<file path="src/rtl/ocb_pkg.sv">
// Package: shared opcode encoding and word layout constants for the
// octal code register bank. Assumes a fixed 2-bit pad and 3-bit opcode.
package ocb_pkg;
    localparam int PAD_W = 2;
    localparam int OP_W  = 3;

    typedef enum logic [OP_W-1:0] {
        OP_IDLE      = 3'b000,
        OP_ZERO_ALL  = 3'b001,
        OP_POWER     = 3'b010,
        OP_PHASE_XFR = 3'b011,
        OP_BCAST_OUT = 3'b100,
        OP_STAGE_ONE = 3'b101,
        OP_WRITE_ONE = 3'b110,
        OP_XFER_ALL  = 3'b111
    } op_t;
endpackage

</file>
<file path="src/rtl/ocb_load_sync.sv">
// Module: brings the asynchronous active-low transfer pin into the clock
// domain through STAGES flops. Assumes STAGES >= 2; the flops reset to the
// idle (high) level so no transfer is seen during or right after reset.
module ocb_load_sync #(
    parameter int STAGES = 2
) (
    input  logic clk,
    input  logic rst_n,
    input  logic pin_n,
    output logic xfer_live
);
    logic [STAGES-1:0] chain_q;

    // Shift the pin level through the synchronizer chain.
    always_ff @(posedge clk) begin
        if (!rst_n) chain_q <= '1;
        else        chain_q <= {chain_q[STAGES-2:0], pin_n};
    end

    assign xfer_live = ~chain_q[STAGES-1];
endmodule

</file>
<file path="src/rtl/ocb_cmd_decode.sv">
// Module: turns one registered command word into per-channel and global
// write strobes. Purely combinational; assumes the word is held stable
// for the cycle in which cmd_vld is high.
module ocb_cmd_decode
    import ocb_pkg::*;
#(
    parameter int NUM_CH = 8,
    parameter int CODE_W = 8,
    localparam int ADDR_W = $clog2(NUM_CH),
    localparam int BODY_W = ADDR_W + OP_W + CODE_W
) (
    input  logic              cmd_vld,
    input  logic [BODY_W-1:0] cmd_body,
    output logic [NUM_CH-1:0] stage_we,
    output logic [NUM_CH-1:0] out_we,
    output logic              zero_all,
    output logic              xfer_all,
    output logic              wake,
    output logic              power_set,
    output logic              phase_set,
    output logic              phase_val,
    output logic [CODE_W-1:0] wr_data
);
    localparam int OP_LSB   = CODE_W;
    localparam int ADDR_LSB = CODE_W + OP_W;

    op_t               op;
    logic [ADDR_W-1:0] addr;

    assign op      = op_t'(cmd_body[OP_LSB +: OP_W]);
    assign addr    = cmd_body[ADDR_LSB +: ADDR_W];
    assign wr_data = cmd_body[CODE_W-1:0];

    // Global strobes from the opcode alone.
    always_comb begin
        zero_all  = cmd_vld && (op == OP_ZERO_ALL);
        power_set = cmd_vld && (op == OP_POWER);
        phase_set = cmd_vld && (op == OP_PHASE_XFR);
        xfer_all  = cmd_vld && ((op == OP_PHASE_XFR) || (op == OP_XFER_ALL));
        wake      = cmd_vld && ((op == OP_ZERO_ALL) || (op == OP_BCAST_OUT)
                                || (op == OP_WRITE_ONE));
        phase_val = addr[ADDR_W-1];
    end

    for (genvar i = 0; i < NUM_CH; i++) begin : g_sel
        logic hit;
        assign hit = (addr == ADDR_W'(i));
        // Per-channel write strobes from opcode and address match.
        always_comb begin
            stage_we[i] = cmd_vld && hit && ((op == OP_STAGE_ONE) || (op == OP_WRITE_ONE));
            out_we[i]   = cmd_vld && ((op == OP_BCAST_OUT) || (hit && (op == OP_WRITE_ONE)));
        end
    end
endmodule

</file>
<file path="src/rtl/ocb_channel_regs.sv">
// Module: one channel's staging and output code registers. Assumes the
// strobes are mutually consistent: zeroing wins, then a direct output
// write, then a transfer of the staging value (new value if written now).
module ocb_channel_regs #(
    parameter int CODE_W = 8
) (
    input  logic              clk,
    input  logic              rst_n,
    input  logic              zero_all,
    input  logic              stage_we,
    input  logic              out_we,
    input  logic              xfer,
    input  logic [CODE_W-1:0] wr_data,
    output logic [CODE_W-1:0] stage_code,
    output logic [CODE_W-1:0] out_code
);
    logic [CODE_W-1:0] stage_nxt;
    logic [CODE_W-1:0] out_nxt;

    // Next-state selection for both registers.
    always_comb begin
        stage_nxt = stage_code;
        if (zero_all)      stage_nxt = '0;
        else if (stage_we) stage_nxt = wr_data;

        out_nxt = out_code;
        if (zero_all)    out_nxt = '0;
        else if (out_we) out_nxt = wr_data;
        else if (xfer)   out_nxt = stage_nxt;
    end

    // Register update.
    always_ff @(posedge clk) begin
        if (!rst_n) begin
            stage_code <= '0;
            out_code   <= '0;
        end else begin
            stage_code <= stage_nxt;
            out_code   <= out_nxt;
        end
    end
endmodule

</file>
<file path="src/rtl/octal_code_bank.sv">
// Module: top of the double-buffered octal code register bank. Registers
// each strobed word, decodes it the following cycle, and keeps the enable
// mask, full-off flag and output phase bit. Assumes word_valid is a
// single-cycle strobe from a front end in the same clock domain.
module octal_code_bank
    import ocb_pkg::*;
#(
    parameter int NUM_CH      = 8,
    parameter int CODE_W      = 8,
    parameter int SYNC_STAGES = 2,
    localparam int ADDR_W = $clog2(NUM_CH),
    localparam int BODY_W = ADDR_W + OP_W + CODE_W,
    localparam int WORD_W = PAD_W + BODY_W
) (
    input  logic                     clk,
    input  logic                     rst_n,
    input  logic                     word_valid,
    input  logic [WORD_W-1:0]        word,
    input  logic                     load_n,
    output logic [NUM_CH*CODE_W-1:0] dac_codes,
    output logic [NUM_CH-1:0]        en_mask,
    output logic                     all_off,
    output logic                     phase_rise
);
    logic                     cmd_vld_q;
    logic [BODY_W-1:0]        cmd_body_q;
    logic                     unused_pad;
    logic                     load_live;
    logic [NUM_CH-1:0]        stage_we;
    logic [NUM_CH-1:0]        out_we;
    logic                     zero_all;
    logic                     xfer_all;
    logic                     wake;
    logic                     power_set;
    logic                     phase_set;
    logic                     phase_val;
    logic [CODE_W-1:0]        wr_data;
    logic [NUM_CH*CODE_W-1:0] stage_flat;

    assign unused_pad = ^word[WORD_W-1 -: PAD_W];

    // Capture the word body so it is applied in the following cycle.
    always_ff @(posedge clk) begin
        if (!rst_n) begin
            cmd_vld_q  <= 1'b0;
            cmd_body_q <= '0;
        end else begin
            cmd_vld_q  <= word_valid;
            if (word_valid) cmd_body_q <= word[BODY_W-1:0];
        end
    end

    ocb_load_sync #(.STAGES(SYNC_STAGES)) u_sync (
        .clk       (clk),
        .rst_n     (rst_n),
        .pin_n     (load_n),
        .xfer_live (load_live)
    );

    ocb_cmd_decode #(.NUM_CH(NUM_CH), .CODE_W(CODE_W)) u_dec (
        .cmd_vld   (cmd_vld_q),
        .cmd_body  (cmd_body_q),
        .stage_we  (stage_we),
        .out_we    (out_we),
        .zero_all  (zero_all),
        .xfer_all  (xfer_all),
        .wake      (wake),
        .power_set (power_set),
        .phase_set (phase_set),
        .phase_val (phase_val),
        .wr_data   (wr_data)
    );

    for (genvar i = 0; i < NUM_CH; i++) begin : g_ch
        ocb_channel_regs #(.CODE_W(CODE_W)) u_ch (
            .clk        (clk),
            .rst_n      (rst_n),
            .zero_all   (zero_all),
            .stage_we   (stage_we[i]),
            .out_we     (out_we[i]),
            .xfer       (xfer_all | load_live),
            .wr_data    (wr_data),
            .stage_code (stage_flat[i*CODE_W +: CODE_W]),
            .out_code   (dac_codes[i*CODE_W +: CODE_W])
        );
    end

    // Enable mask and full-off flag: wake restores, power command loads.
    always_ff @(posedge clk) begin
        if (!rst_n) begin
            en_mask <= '1;
            all_off <= 1'b0;
        end else if (wake) begin
            en_mask <= '1;
            all_off <= 1'b0;
        end else if (power_set) begin
            en_mask <= wr_data[NUM_CH-1:0];
            all_off <= (wr_data[NUM_CH-1:0] == '0);
        end
    end

    // Output launch-edge selection, changed only by its own opcode.
    always_ff @(posedge clk) begin
        if (!rst_n)         phase_rise <= 1'b0;
        else if (phase_set) phase_rise <= phase_val;
    end
endmodule

</file>
<file path="config.mk">
export PLATFORM = sky130hd
export DESIGN_NAME = octal_code_bank
export DESIGN_NICKNAME = d
export VERILOG_FILES = /design/src/rtl/ocb_pkg.sv /design/src/rtl/ocb_load_sync.sv /design/src/rtl/ocb_cmd_decode.sv /design/src/rtl/ocb_channel_regs.sv /design/src/rtl/octal_code_bank.sv
export SDC_FILE = /design/constraint.sdc
export NUM_CORES = 1
export LEC_CHECK = 0
export ABC_AREA = 1
export BUFFER_PORTS_ARGS = -buffer_cell sky130_fd_sc_hd__buf_4
export CAP_MARGIN = 20
export CORE_UTILIZATION = 30
export CTS_BUF_LIST = sky130_fd_sc_hd__clkbuf_16
export CTS_CLUSTER_SIZE = 30
export DETAILED_ROUTE_END_ITERATION = 10
export PLACE_DENSITY = 0.53
export SETUP_SLACK_MARGIN = 0.15
export SKIP_CTS_REPAIR_TIMING = 1
export SYNTH_ARGS = -nofsm -noshare
export SYNTH_HDL_FRONTEND = slang
export SYNTH_SLANG_ARGS = --single-unit
</file>
<file path="constraint.sdc">
create_clock -name clk -period 1.94 [get_ports clk]
set_input_delay 0.291 -clock clk [delete_from_list [all_inputs] [get_ports clk]]
set_output_delay 0.291 -clock clk [all_outputs]
set_load 0.1 [all_outputs]
</file>
After elaboration in Yosys (flattened, before gate mapping)
Cells that the tools add are included.

Bitwise operators: 3. Muxes and demuxes: 32. Eq/ne operators: 14. Reductions and logical operators: 61.

Operator list (count): $mux 8 (32); $logic_and 1x1->1 (37); $eq 3x3->1 const B (8); $reduce_bool 2->1 (8); $eq 3x2->1 const B (4); $logic_or 1x1->1 (12); $logic_not 8->1 (1); $eq 3x1->1 const B (2); $reduce_or 2->1 (2); $logic_not 3->1 (1); $not 1->1 (2); $or 1x1->1 (1).

Register bits: 155. Word-level logic and storage cells: 132. Output and inout bits: 74. Bits of input ports: 20.

Depth between registers and ports, before layout
Gate-level depths: netlist (run 1).

Word-level depth: 7. Mapped depth: 9. Mapped depth without buffers: 9.

Cells and area by module
Synthesis (run 1) repeated with hierarchy kept, for this count alone.

Cell total of the unflattened synthesis: 1037. Area total of the unflattened synthesis: 7110.6 µm².

Modules (own cells, without submodules): ocb_channel_regs (cells each 106, sequential area each 320.3 µm², times used 8, area each 720.7 µm²); octal_code_bank (cells each 116, sequential area each 500.5 µm², times used 1, area each 912.1 µm²); ocb_cmd_decode (cells each 66, sequential area each 0.0 µm², times used 1, area each 374.1 µm²); ocb_load_sync (cells each 7, sequential area each 40.0 µm², times used 1, area each 58.8 µm²).

Worst setup path after synthesis (run 1)
Ideal clock, no wire load.

Path kind: register to register. From: reg cmd_body_q[8]. To: reg g_ch[0].u_ch.out_code[0]. Library setup time: 0.070 ns. Required time: 1.870 ns. Buffers on the path: 3. Arrival time: 1.362 ns. Period minus slack after synthesis: 1.433 ns. Path slack: 0.507 ns. Cell stages (with the launch flop): 10. Cell sequence: dfxtp_1 nor2_1 nand3_1 buf_6 buf_6 buf_6 nand4_1 nand2_1 inv_1 a21oi_1.

Longest elaborated chain between the ends: 7. Elaborated cells between the ends (all ways): 21. Classes of those cells: eq/ne: 6; mux: 4; bitwise: 1; reduce/logical: 10.

RTL lines: start, declared (RTL line octal_code_bank.sv:26) `logic [BODY_W-1:0] cmd_body_q;`; start signal, assigned (RTL line octal_code_bank.sv:49) `if (word_valid) cmd_body_q <= word[BODY_W-1:0];`; $eq 3x3->1 (on tied branches) (RTL line ocb_cmd_decode.sv:50, ocb_cmd_decode.sv:51); $logic_or 1x1->1 (RTL line ocb_cmd_decode.sv:50) `stage_we[i] = cmd_vld && hit && ((op == OP_STAGE_ONE) || (op == OP_WRITE_ONE));`; $logic_and 1x1->1 (RTL line ocb_cmd_decode.sv:50); $mux 8 (RTL line ocb_channel_regs.sv:24) `else if (stage_we) stage_nxt = wr_data;`; $mux 8 (RTL line ocb_channel_regs.sv:23) `if (zero_all) stage_nxt = '0;`; $mux 8 (RTL line ocb_channel_regs.sv:29) `else if (xfer) out_nxt = stage_nxt;`; $mux 8 (RTL line ocb_channel_regs.sv:28) `else if (out_we) out_nxt = wr_data;`; end signal, assigned (RTL line ocb_channel_regs.sv:39) `out_code <= out_nxt;`; end, declared (RTL line ocb_channel_regs.sv:15) `output logic [CODE_W-1:0] out_code`.

Several ways; a longest one is shown, not always the timed one. The select of a mux whose other input is x is not followed. A chain may end at the register's enable or synchronous reset.

Final worst setup path (run 1)
From: reg cmd_body_q[10]. To: reg g_ch[6].u_ch.out_code[4].

Longest elaborated chain between the ends: 7. Elaborated cells between the ends (all ways): 21. Classes of those cells: eq/ne: 6; mux: 4; bitwise: 1; reduce/logical: 10.

RTL lines (RTL line): $eq 3x3->1 (on tied branches) (ocb_cmd_decode.sv:50, ocb_cmd_decode.sv:51); $logic_or 1x1->1 (ocb_cmd_decode.sv:50); $logic_and 1x1->1 (ocb_cmd_decode.sv:50); $mux 8 (ocb_channel_regs.sv:24); $mux 8 (ocb_channel_regs.sv:23); $mux 8 (ocb_channel_regs.sv:29); $mux 8 (ocb_channel_regs.sv:28); end signal, assigned (ocb_channel_regs.sv:39); end, declared (ocb_channel_regs.sv:15).

Several ways; a longest one is shown, not always the timed one. The select of a mux whose other input is x is not followed.

==> results of run 1 <==
## logic make-up after synthesis
| logic type | count (synthesis) | synth area share |
|---|---|---|
| and+or+nand+nor | 652 | 0.418 |
| buffers and inverters | 156 | 0.0883 |
| DFF | 155 | 0.420 |
| AOI/OAI and AO/OA | 104 | 0.0740 |
## flip-flops by register name, indices dropped and copies added (netlist names)
signal and cells:
g_ch.u_ch.stage_code 64, en_mask 8, all_off 1, phase_rise 1, cmd_vld_q 1, cmd_body_q 14
g_ch.u_ch.out_code 64, u_sync.chain_q 2
## power by group through the flow
stage / combinational [mW] / clock [mW] / sequential (mW)
4_1_cts: 0.700 / 3.37 / 3.25
2_1_floorplan: 0.339 / 0 / 3.44
3_5_place_dp: 0.699 / 0 / 3.33
3_3_place_gp: 0.698 / 0 / 3.33
6_report: 0.702 / 3.30 / 3.26
5_1_grt: 0.751 / 3.51 / 3.26
## worst paths after layout
path | to | slack, ns | depth (start not counted)
max | g_ch[6].u_ch.out_code[4]$_SDFFE_PP0P_ | 0.29 | 8
min | u_sync.chain_q[0]$_SDFF_PN1_ | 0.05 | 2
max reg2reg | g_ch[6].u_ch.out_code[4]$_SDFFE_PP0P_ | 0.29 | 8
min reg2reg | u_sync.chain_q[1]$_SDFF_PN1_ | 0.41 | 1
## layout by cell type, fill, tap and decap left out, types with 3 or more instances in the layout
| master | count |
|---|---|
| a21oi_1 | 79 |
| nand2_4 | 15 |
| buf_4 | 116 |
| nand3_1 | 140 |
| dfxtp_2 | 3 |
| o211ai_1 | 8 |
| nor2_8 | 7 |
| nand4_1 | 56 |
| inv_1 | 81 |
| clkbuf_16 | 17 |
| inv_2 | 3 |
| o21ai_0 | 15 |
| nand2_2 | 13 |
| nor2_4 | 8 |
| nand2_1 | 337 |
| nor2_1 | 67 |
| clkinvlp_4 | 6 |
| dfxtp_1 | 152 |
| clkinv_1 | 4 |
| buf_12 | 6 |
## cell type report
cell class	instances	area share
inverters	87	0.0361
repair buffers	123	0.110
well taps	324	0.0445
clock buffers	17	0.0467
flip-flops and latches	155	0.341
clock inverters	15	0.0164
multi-input cells	756	0.405
## worst max-delay path, stage by stage (launching register included)
cell	delay, ns
dfxtp_1	0.47
nand3_2	0.16
nand2_2	0.14
buf_6	0.24
nand2_2	0.17
nand2_1	0.09
nand2_1	0.09
nand3_1	0.09
a21oi_1	0.06
## per-layer routing
layer / vias up / wire, µm / GRT usage
met1: 3218 / 10800 / 0.242
met5: - / 0 / 0
met3: 12 / 912 / 0.0331
met4: 0 / 237 / 0.0406
li1: 3624 / - / -
met2: 128 / 10300 / 0.292
## metrics by stage
stage / utilization / hold slack [ns]
after CTS: 0.374 / 0.0390
after global placement: 0.350 / 0.396
after floorplan: - / 0.384
final: 0.375 / 0.0507
after global routing: 0.375 / 0.0441
after detailed placement: 0.350 / 0.398
==> impl_metrics.py, run 1 <==
metrics = {
    "synth": {
        "yosysTopAreaCell": "dfxtp_1",
        "netlist.area_leader.share": 0.420,
        "syn_avg_cell_area_um2": 6.93,
        "synth_edf_count": 0,
        "yosysMostFrequentCell": "nand2_1",
        "synth.yosys.seq_area_share": 0.420,
        "syn-instance-count": 1067,
        "synth.distinct_cells": 28,
        "ys.flop_type": "dfxtp_1",
        "synth_area_um2": 7390,
        "ys_seq_elements": 155,
        "synth_common_cells": "nand2_1, dfxtp_1, nand3_1",
        "synthArstFlopShare": 0,
        "synthTopCellsByArea": "dfxtp_1, nand2_1, nand3_1",
        "syn_nets": 1087,
        "yosys_warnings": 0,
    },
    "detailed_routing": {
        "wire_per_inst_um": 15.0,
        "dr.first_iter.drc_count": 469,
        "via_per_inst": 4.73,
        "via_count": 6982,
        "routed_wl_um": 22200,
        "drt_pass1_iterations": 5,
        "postRouteAntennaNets": 0,
        "drc_errors": 0,
    },
    "floorplanning": {
        "rows": 57,
        "core_um2": 24200,
        "fp.dieW_um": 159,
        "dieArea_um2": 25300,
        "start_util": 0.305,
        "io_pins": 94,
        "die_h_um": 159,
    },
    "power_and_ir_drop": {
        "vdd_ir_drop_max_v": 0.000512,
        "pwr-share-comb": 0.097,
        "p_sw_mw": 1.98,
        "pwr-share-clk": 0.455,
        "swShare": 0.273,
        "power.density_nw_per_um2": 798,
        "leakage_nw": 4.11,
        "p_seq_frac": 0.448,
        "intPower_mw": 5.28,
        "power_mw": 7.26,
    },
    "grt": {
        "track_usage": 0.178,
        "grt_pass1_vias": 6642,
        "grt_max_degree": 81,
        "grt_overflow": 0,
        "grt_pass1_wl_um": 36000,
        "antenna_found_initial": 0,
    },
    "worst_setup_path": {
        "cp.required_ns": 2.24,
        "path_class": "reg -> reg",
        "worstSetupEndpointType": "register",
        "r2r-start": "cmd_body_q[10]$_SDFFE_PN0P_",
        "worstPathArrival_ns": 1.95,
        "worstPathMaxFanout": 27,
        "start_kind": "register",
        "cp-startpoint": "cmd_body_q[10]$_SDFFE_PN0P_",
    },
    "cells_and_area": {
        "layout.area.seq_um2": 3110,
        "areaGrowthSynthToFinish_pct": 23.2,
        "n_antenna_cell": 0,
        "multi_input_comb_area_um2": 3690,
        "drive_gt1_frac": 0.183,
        "stdcell_area_um2": 9100,
        "final_cells": 1477,
        "fillers": 2625,
        "layout.nets": 1160,
    },
    "clocking": {
        "cts-buffers-inserted": 17,
        "clk_pin_slew_ns": 0.07,
        "max-clock-path-buffers": 2,
        "cts_root_buffer": "clkbuf_16",
        "clk_latency_ns": 0.42,
        "cts.htree.levels": 4,
        "cts_tree": "yes",
        "cts.sinks": 155,
    },
    "timing": {
        "fin_ws_ns": 0.289,
        "rsz0062_at_grt": "true",
        "worst_pin_slew_ns": 0.494,
        "setup_tns_ns": 0,
        "setup_viol": 0,
        "finalHoldViolations": 0,
        "fin_crit_ns": 1.65,
        "fin_worst_skew_ns": 0.00913,
        "finalMaxSlewViolations": 0,
        "clock.fmax_ghz": 0.606,
        "fin_crit_sh": 0.851,
        "relSlewSlack": 0.671,
    },
    "status": {
        "status": "finished clean",
    },
    "flow_run": {
        "max_cap_viol_count": 0,
    },
    "hold_path": {
        "hold_start": "load_n",
        "hold_path_class": "in -> reg",
    },
    "placed_design": {
        "portBuffers": 91,
        "hpwl_um": 13800,
        "gp_congestion": 0.732,
        "placed_cell_area_um2": 8490,
        "dp_slack_ns": 0.145,
        "place_inst": 1445,
    },
}
(Power assumes the default switching activity.)
==> inputs of run 2 (changes only) <==
--- a/config.mk
+++ b/config.mk
@@ -7,3 +7,2 @@
 export LEC_CHECK = 0
-export ABC_AREA = 1
 export BUFFER_PORTS_ARGS = -buffer_cell sky130_fd_sc_hd__buf_4
==> constraint.sdc (replaced) <==
create_clock -name clk -period 1.94 [get_ports clk]
set_input_delay 0.582 -clock clk [delete_from_list [all_inputs] [get_ports clk]]
set_output_delay 0.582 -clock clk [all_outputs]
set_load 0.1 [all_outputs]
==> run 2 against run 1 <==
Against the previous run:
- power grew 2.0%
- via count shrank 12%
- die area shrank 9.1%
- clock-buffer cell count is the same
- clock power grew 7.3%
- non-clock buffer count grew 36
- sequential share of layout area grew 0.97 points
- maximum frequency shrank 6.1%
- critical path depth shrank 2
- synthesized cell count shrank 29%
- final cell count shrank 23%
- routed wire length shrank 5.1%
==> impl_metrics.py, run 2 <==
metrics = {
    "status": {
        "status": "finished clean",
    },
    "clocking": {
        "max-clock-path-buffers": 2,
        "cts-buffers-inserted": 17,
        "cts.sinks": 155,
        "cts.htree.levels": 4,
        "clk_pin_slew_ns": 0.06,
        "clk_latency_ns": 0.43,
        "cts_tree": "yes",
        "cts_root_buffer": "clkbuf_16",
    },
    "worst_setup_path": {
        "start_kind": "register",
        "critPathMaxStageDelay_ns": 0.35,
        "r2r-start": "cmd_body_q[12]$_SDFFE_PN0P_",
        "reg2regPathDepth": 6,
        "worstPathMaxFanout": 9,
        "path_class": "reg -> reg",
        "crit_family": "simple AND/OR/NAND/NOR gates",
        "cp.required_ns": 2.23,
        "cpMostUsedCell": "or3_4",
        "rrSetupSlack_ns": 0.18,
        "worst-path-buf-inv": 2,
        "worstPathArrival_ns": 2.05,
        "worstSetupEndpointType": "register",
        "path_cells": "buf_6 -> or3_4 -> or3_4 -> buf_8 -> a22oi_2 -> o221ai_1",
        "critical-path-slowest-cell": "or3_4",
        "timing.rr.end": "g_ch[0].u_ch.out_code[4]$_SDFFE_PP0P_",
    },
    "synth": {
        "yosysTopAreaCell": "dfxtp_1",
        "synth_top_family_by_area": "simple AND/OR/NAND/NOR gates",
        "synth-simple-area-share": 0.208,
        "synth_compound_area_frac": 0.192,
        "ys.flop_type": "dfxtp_1",
        "synthArstFlopShare": 0,
        "synthAdderAreaFrac": 0,
        "synth.distinct_cells": 37,
        "syn_nets": 777,
        "netlist.area_leader.share": 0.462,
        "synthMuxAreaShare": 0.0820,
        "synth_xor_area_frac": 0.00130,
        "yosysMostFrequentCell": "dfxtp_1",
        "synth.yosys.seq_area_share": 0.462,
        "ys_seq_elements": 155,
        "synth_edf_count": 0,
        "syn-instance-count": 757,
        "syn_avg_cell_area_um2": 8.87,
        "synth_area_um2": 6710,
        "yosys_warnings": 0,
        "synthTopCellsByArea": "dfxtp_1, o221ai_1, mux2i_1",
        "synth_common_cells": "dfxtp_1, nand2_1, nand3_1",
    },
    "hold_path": {
        "hold_start": "load_n",
        "min_to": "u_sync.chain_q[0]$_SDFF_PN1_",
        "hold_path_depth": 2,
        "hold_path_class": "in -> reg",
    },
    "grt": {
        "grt_overflow": 0,
        "antenna_found_initial": 0,
        "grt_pass1_vias": 5571,
        "busiest_layer": "met2",
        "grt_use_met1": 0.259,
        "grt_pass1_wl_um": 32400,
        "grt.met2_usage": 0.297,
        "track_usage": 0.188,
        "met3_usage": 0.0341,
        "grt_max_degree": 65,
    },
    "power_and_ir_drop": {
        "p_seq_frac": 0.438,
        "p_sw_mw": 1.76,
        "leakage_nw": 3.44,
        "power.density_nw_per_um2": 835,
        "pwr-share-clk": 0.478,
        "power_mw": 7.41,
        "vdd_ir_drop_max_v": 0.000591,
        "pwr-share-comb": 0.085,
        "intPower_mw": 5.65,
        "swShare": 0.238,
    },
    "placed_design": {
        "placed_cell_area_um2": 8000,
        "dp_slack_ns": -0.0566,
        "place_inst": 1107,
        "hpwl_um": 13100,
        "portBuffers": 91,
        "gp_congestion": 0.781,
    },
    "timing": {
        "clock.fmax_ghz": 0.569,
        "finalMaxSlewViolations": 0,
        "relSlewSlack": 0.603,
        "rsz0062_at_grt": "true",
        "setup_viol": 0,
        "finalHoldViolations": 0,
        "fin_worst_skew_ns": 0.0143,
        "fin_crit_sh": 0.906,
        "worst_pin_slew_ns": 0.594,
        "fin_ws_ns": 0.182,
        "fin_crit_ns": 1.76,
    },
    "cells_and_area": {
        "drive_gt1_frac": 0.263,
        "layout.nets": 871,
        "reg_top3": "g_ch.u_ch.out_code x64, g_ch.u_ch.stage_code x64, cmd_body_q x14",
        "final_cells": 1142,
        "stdcell_area_um2": 8870,
        "areaGrowthSynthToFinish_pct": 32.2,
        "n_antenna_cell": 0,
        "final_cell_mix": "dfxtp_1, buf_4, nand2_1",
        "final_common_cell": "dfxtp_1",
    },
    "detailed_routing": {
        "drc_errors": 0,
        "drt_pass1_iterations": 5,
        "postRouteAntennaNets": 0,
        "wire_per_inst_um": 18.5,
        "dr.first_iter.drc_count": 372,
        "routed_wl_um": 21100,
        "via_per_inst": 5.36,
        "via_count": 6119,
    },
    "floorplanning": {
        "start_util": 0.307,
        "die_h_um": 152,
        "core_um2": 21900,
        "rows": 54,
        "io_pins": 94,
        "dieArea_um2": 23000,
        "fp.dieW_um": 152,
    },
    "flow_run": {
        "max_cap_viol_count": 0,
    },
}
[run 2: power groups by stage]
stage	logic (mW)	registers [mW]	clock network (mW)
final	0.626	3.24	3.54
after global routing	0.666	3.25	3.74
after CTS	0.598	3.24	3.60
after detailed placement	0.596	3.31	0
after global placement	0.598	3.31	0
after floorplan	0.277	3.39	0
[run 2: per-stage QoR]
step / setup TNS (ns) / util / hold slack [ns]
floorplan: 0 / - / 0.386
global placement: -0.151 / 0.365 / 0.390
detailed placement: -0.363 / 0.365 / 0.398
CTS: -0.546 / 0.393 / 0.321
global route: 0 / 0.405 / 0.337
finish: 0 / 0.405 / 0.330
[run 2: logic make-up after synthesis]
family,after synthesis
xor gates and xnor gates,1
AOI/OAI and AO/OA,166
buffers and inverters,85
DFF,155
and+or+nand+nor,295
muxes,55
[run 2: area by class of cell]
type                       instances  area, µm²
clock buffer                      17        425
clock inverter                    13        188
sequential                       155       3110
fill                            2193      13000
multi-input combinational        517       3440
timing repair buffer             159       1350
inverter                           1       3.75
tap                              280        350
[run 2: per-layer routing]
| metal | routed length, µm | share of wire |
|---|---|---|
| met4 | 257 | 0.012 |
| met1 | 9800 | 0.46 |
| met3 | 891 | 0.042 |
| met5 | 0 | 0 |
| met2 | 10100 | 0.48 |
[run 2: worst max-delay path by stage]
stage | startpoint | to | slack [ns] | depth (start not counted)
floorplan | cmd_body_q[11]$_SDFFE_PN0P_ | g_ch[4].u_ch.out_code[6]$_SDFFE_PP0P_ | 0.14 | 7
global placement | cmd_body_q[11]$_SDFFE_PN0P_ | g_ch[2].u_ch.stage_code[4]$_SDFF_PN0_ | -0.03 | 4
detailed placement | cmd_body_q[11]$_SDFFE_PN0P_ | g_ch[2].u_ch.stage_code[3]$_SDFF_PN0_ | -0.06 | 4
CTS | cmd_body_q[11]$_SDFFE_PN0P_ | g_ch[2].u_ch.stage_code[3]$_SDFF_PN0_ | -0.08 | 4
global route | cmd_body_q[13]$_SDFFE_PN0P_ | g_ch[1].u_ch.stage_code[0]$_SDFF_PN0_ | 0.12 | 7
finish | cmd_body_q[12]$_SDFFE_PN0P_ | g_ch[0].u_ch.out_code[4]$_SDFFE_PP0P_ | 0.18 | 6
==> inputs of run 3 (changes only) <==
- CTS_BUF_LIST: sky130_fd_sc_hd__clkbuf_16 -> default
- SYNTH_HIERARCHICAL: default -> 1
==> run 3 against run 2 <==
Against the previous run:
- routed wire length is 12% lower
- maximum frequency down 6.4%
- synthesized area is 8.5% higher
- power down 1.2%
==> impl_metrics.py, run 3 <==
metrics = {
    "detailed_routing": {
        "routed_wl_um": 18700,
        "drc_errors": 0,
        "via_per_inst": 4.74,
        "drt_pass1_iterations": 4,
        "wire_per_inst_um": 17.1,
        "via_count": 5166,
        "postRouteAntennaNets": 0,
        "dr.first_iter.drc_count": 195,
    },
    "timing": {
        "hold_ws_ns": 0.333,
        "fin_worst_skew_ns": 0.0108,
        "fin_ws_ns": 0.0604,
        "fin_crit_sh": 0.969,
        "finalMaxSlewViolations": 0,
        "finalHoldViolations": 0,
        "setup_viol": 0,
        "relSlewSlack": 0.575,
        "rsz0062_at_grt": "true",
        "clock.fmax_ghz": 0.532,
        "worst_pin_slew_ns": 0.635,
        "fin_crit_ns": 1.88,
    },
    "synth": {
        "yosysTopAreaCell": "dfxtp_1",
        "yosys_warnings": 6,
        "netlist.area_leader.share": 0.426,
        "synthAdderAreaFrac": 0,
        "syn_avg_cell_area_um2": 11.4,
        "synth.distinct_cells": 31,
        "synthMuxAreaShare": 0.163,
        "syn_nets": 659,
        "synth.yosys.seq_area_share": 0.426,
        "ys_seq_elements": 155,
        "yosysMostFrequentCell": "dfxtp_1",
        "syn-instance-count": 639,
        "synth_common_cells": "dfxtp_1, nor2b_1, nor3_1",
        "synth_xor_area_frac": 0.00120,
        "synth_area_um2": 7290,
        "synth_top_family_by_area": "simple AND/OR/NAND/NOR gates",
        "ys.flop_type": "dfxtp_1",
        "synth_edf_count": 0,
        "synth-simple-area-share": 0.216,
        "synthArstFlopShare": 0,
        "synth_compound_area_frac": 0.143,
        "synthTopCellsByArea": "dfxtp_1, a221oi_2, mux2_4",
    },
    "floorplanning": {
        "core_um2": 23600,
        "start_util": 0.309,
        "fp.dieW_um": 158,
        "dieArea_um2": 24900,
        "die_h_um": 158,
        "io_pins": 94,
        "rows": 56,
    },
    "worst_setup_path": {
        "worstPathMaxFanout": 8,
        "cp.required_ns": 2.25,
        "rrSetupSlack_ns": 0.06,
        "start_kind": "register",
        "reg2regPathDepth": 6,
        "path_class": "reg -> reg",
        "worstPathArrival_ns": 2.19,
        "worstSetupEndpointType": "register",
        "cp-startpoint": "cmd_body_q[12]$_SDFFE_PN0P_",
        "timing.rr.end": "g_ch[0].u_ch/out_code[6]$_SDFFE_PP0P_",
        "r2r-start": "cmd_body_q[12]$_SDFFE_PN0P_",
    },
    "clocking": {
        "cts.htree.levels": 4,
        "max-clock-path-buffers": 2,
        "cts.sinks": 155,
        "cts_tree": "yes",
        "cts-buffers-inserted": 17,
        "clk_latency_ns": 0.43,
        "cts_root_buffer": "clkbuf_16",
        "clk_pin_slew_ns": 0.07,
    },
    "power_and_ir_drop": {
        "vdd_ir_drop_max_v": 0.000588,
        "power.density_nw_per_um2": 775,
        "leakage_nw": 3.73,
        "power_mw": 7.32,
    },
    "grt": {
        "grt_pass1_vias": 5248,
        "grt_max_degree": 30,
        "grt_pass1_wl_um": 29000,
        "track_usage": 0.153,
        "antenna_found_initial": 2,
        "grt_overflow": 0,
    },
    "status": {
        "status": "finished clean",
    },
    "cells_and_area": {
        "final_common_cell": "dfxtp_1",
        "layout.nets": 778,
        "stdcell_area_um2": 9440,
        "final_cell_mix": "dfxtp_1, nor2b_1, buf_4",
        "areaGrowthSynthToFinish_pct": 29.6,
        "reg_top3": "g_ch.u_ch/out_code x64, g_ch.u_ch/stage_code x64, cmd_body_q x14",
        "final_util": 0.400,
        "drive_gt1_frac": 0.457,
    },
    "hold_path": {
        "hold_start": "load_n",
        "min_to": "u_sync/chain_q[0]$_SDFF_PN1_",
        "hold_path_class": "in -> reg",
        "hold_path_depth": 2,
    },
    "placed_design": {
        "portBuffers": 91,
        "placed_cell_area_um2": 8550,
        "hpwl_um": 12500,
        "gp_congestion": 0.798,
        "dp_slack_ns": -0.0893,
    },
    "flow_run": {
        "max_cap_viol_count": 0,
    },
}
-- run 3: changes by cell type in the layout (fill, tap and decap cells not counted), sizes merged, moves of 41 or more --
cell	delta
mux2	+64
nor2b	+129
a221oi	+64
nor2	-41
nand2	-108
nand3	-73
nor3	+67
o221ai	-64
-- run 3: area by class of cell --
type | count | area (µm²)
fill | 2281 | 14200
clock inverter | 10 | 143
inverter | 9 | 48.8
timing repair buffer | 147 | 1240
clock buffer | 21 | 460
antenna | 2 | 5.00
sequential | 155 | 3110
tap | 319 | 399
multi-input combinational | 428 | 4030
-- run 3: worst max path at each step --
stage	cells after the start	slack, ns	to
4_1_cts	6	-0.12	g_ch[7].u_ch/out_code[5]$_SDFFE_PP0P_
6_report	6	0.06	g_ch[0].u_ch/out_code[6]$_SDFFE_PP0P_
3_3_place_gp	7	-0.02	g_ch[5].u_ch/out_code[2]$_SDFFE_PP0P_
3_5_place_dp	6	-0.09	g_ch[7].u_ch/out_code[5]$_SDFFE_PP0P_
5_1_grt	6	-0.02	g_ch[0].u_ch/out_code[6]$_SDFFE_PP0P_
2_1_floorplan	6	0.12	g_ch[1].u_ch/out_code[1]$_SDFFE_PP0P_
-- run 3: cell families (layout without fill, tap and decap cells) --
group	count (synthesis)	after routing
other	0	2
and+or+nand+nor	266	266
buffers and inverters	56	187
AOI/OAI and AO/OA	74	74
DFF	155	155
muxes	87	87
xor gates and xnor gates	1	1
-- run 3: critical path: stages, from the launching register on --
cell and delay (ns):
dfxtp_2 0.34, or3_4 0.41, nor3_4 0.20, buf_6 0.19, mux2_4 0.33, a221oi_2 0.24, nor3_1 0.07
-- run 3: layer usage --
metal  vias up  GRT usage  part of all wire
met1      2541      0.203              0.47
met2        90      0.243              0.47
met5         -          0                 0
met4         0     0.0536             0.016
li1       2516          -                 -
met3        19     0.0342             0.043
-- run 3: metrics by stage --
| step | instances | TNS, ns |
|---|---|---|
| final | 1091 | 0 |
| after global routing | 1091 | -0.0879 |
| after CTS | 1086 | -3.42 |
| after detailed placement | 1055 | -2.42 |
| after global placement | 1055 | -0.303 |
| after floorplan | 639 | 0 |
-- run 3: where the power goes --
group	switching [mW]	internal (mW)	total, mW
clock	1.34	2.09	3.43
sequential	0.0279	3.22	3.25
combinational	0.438	0.210	0.648
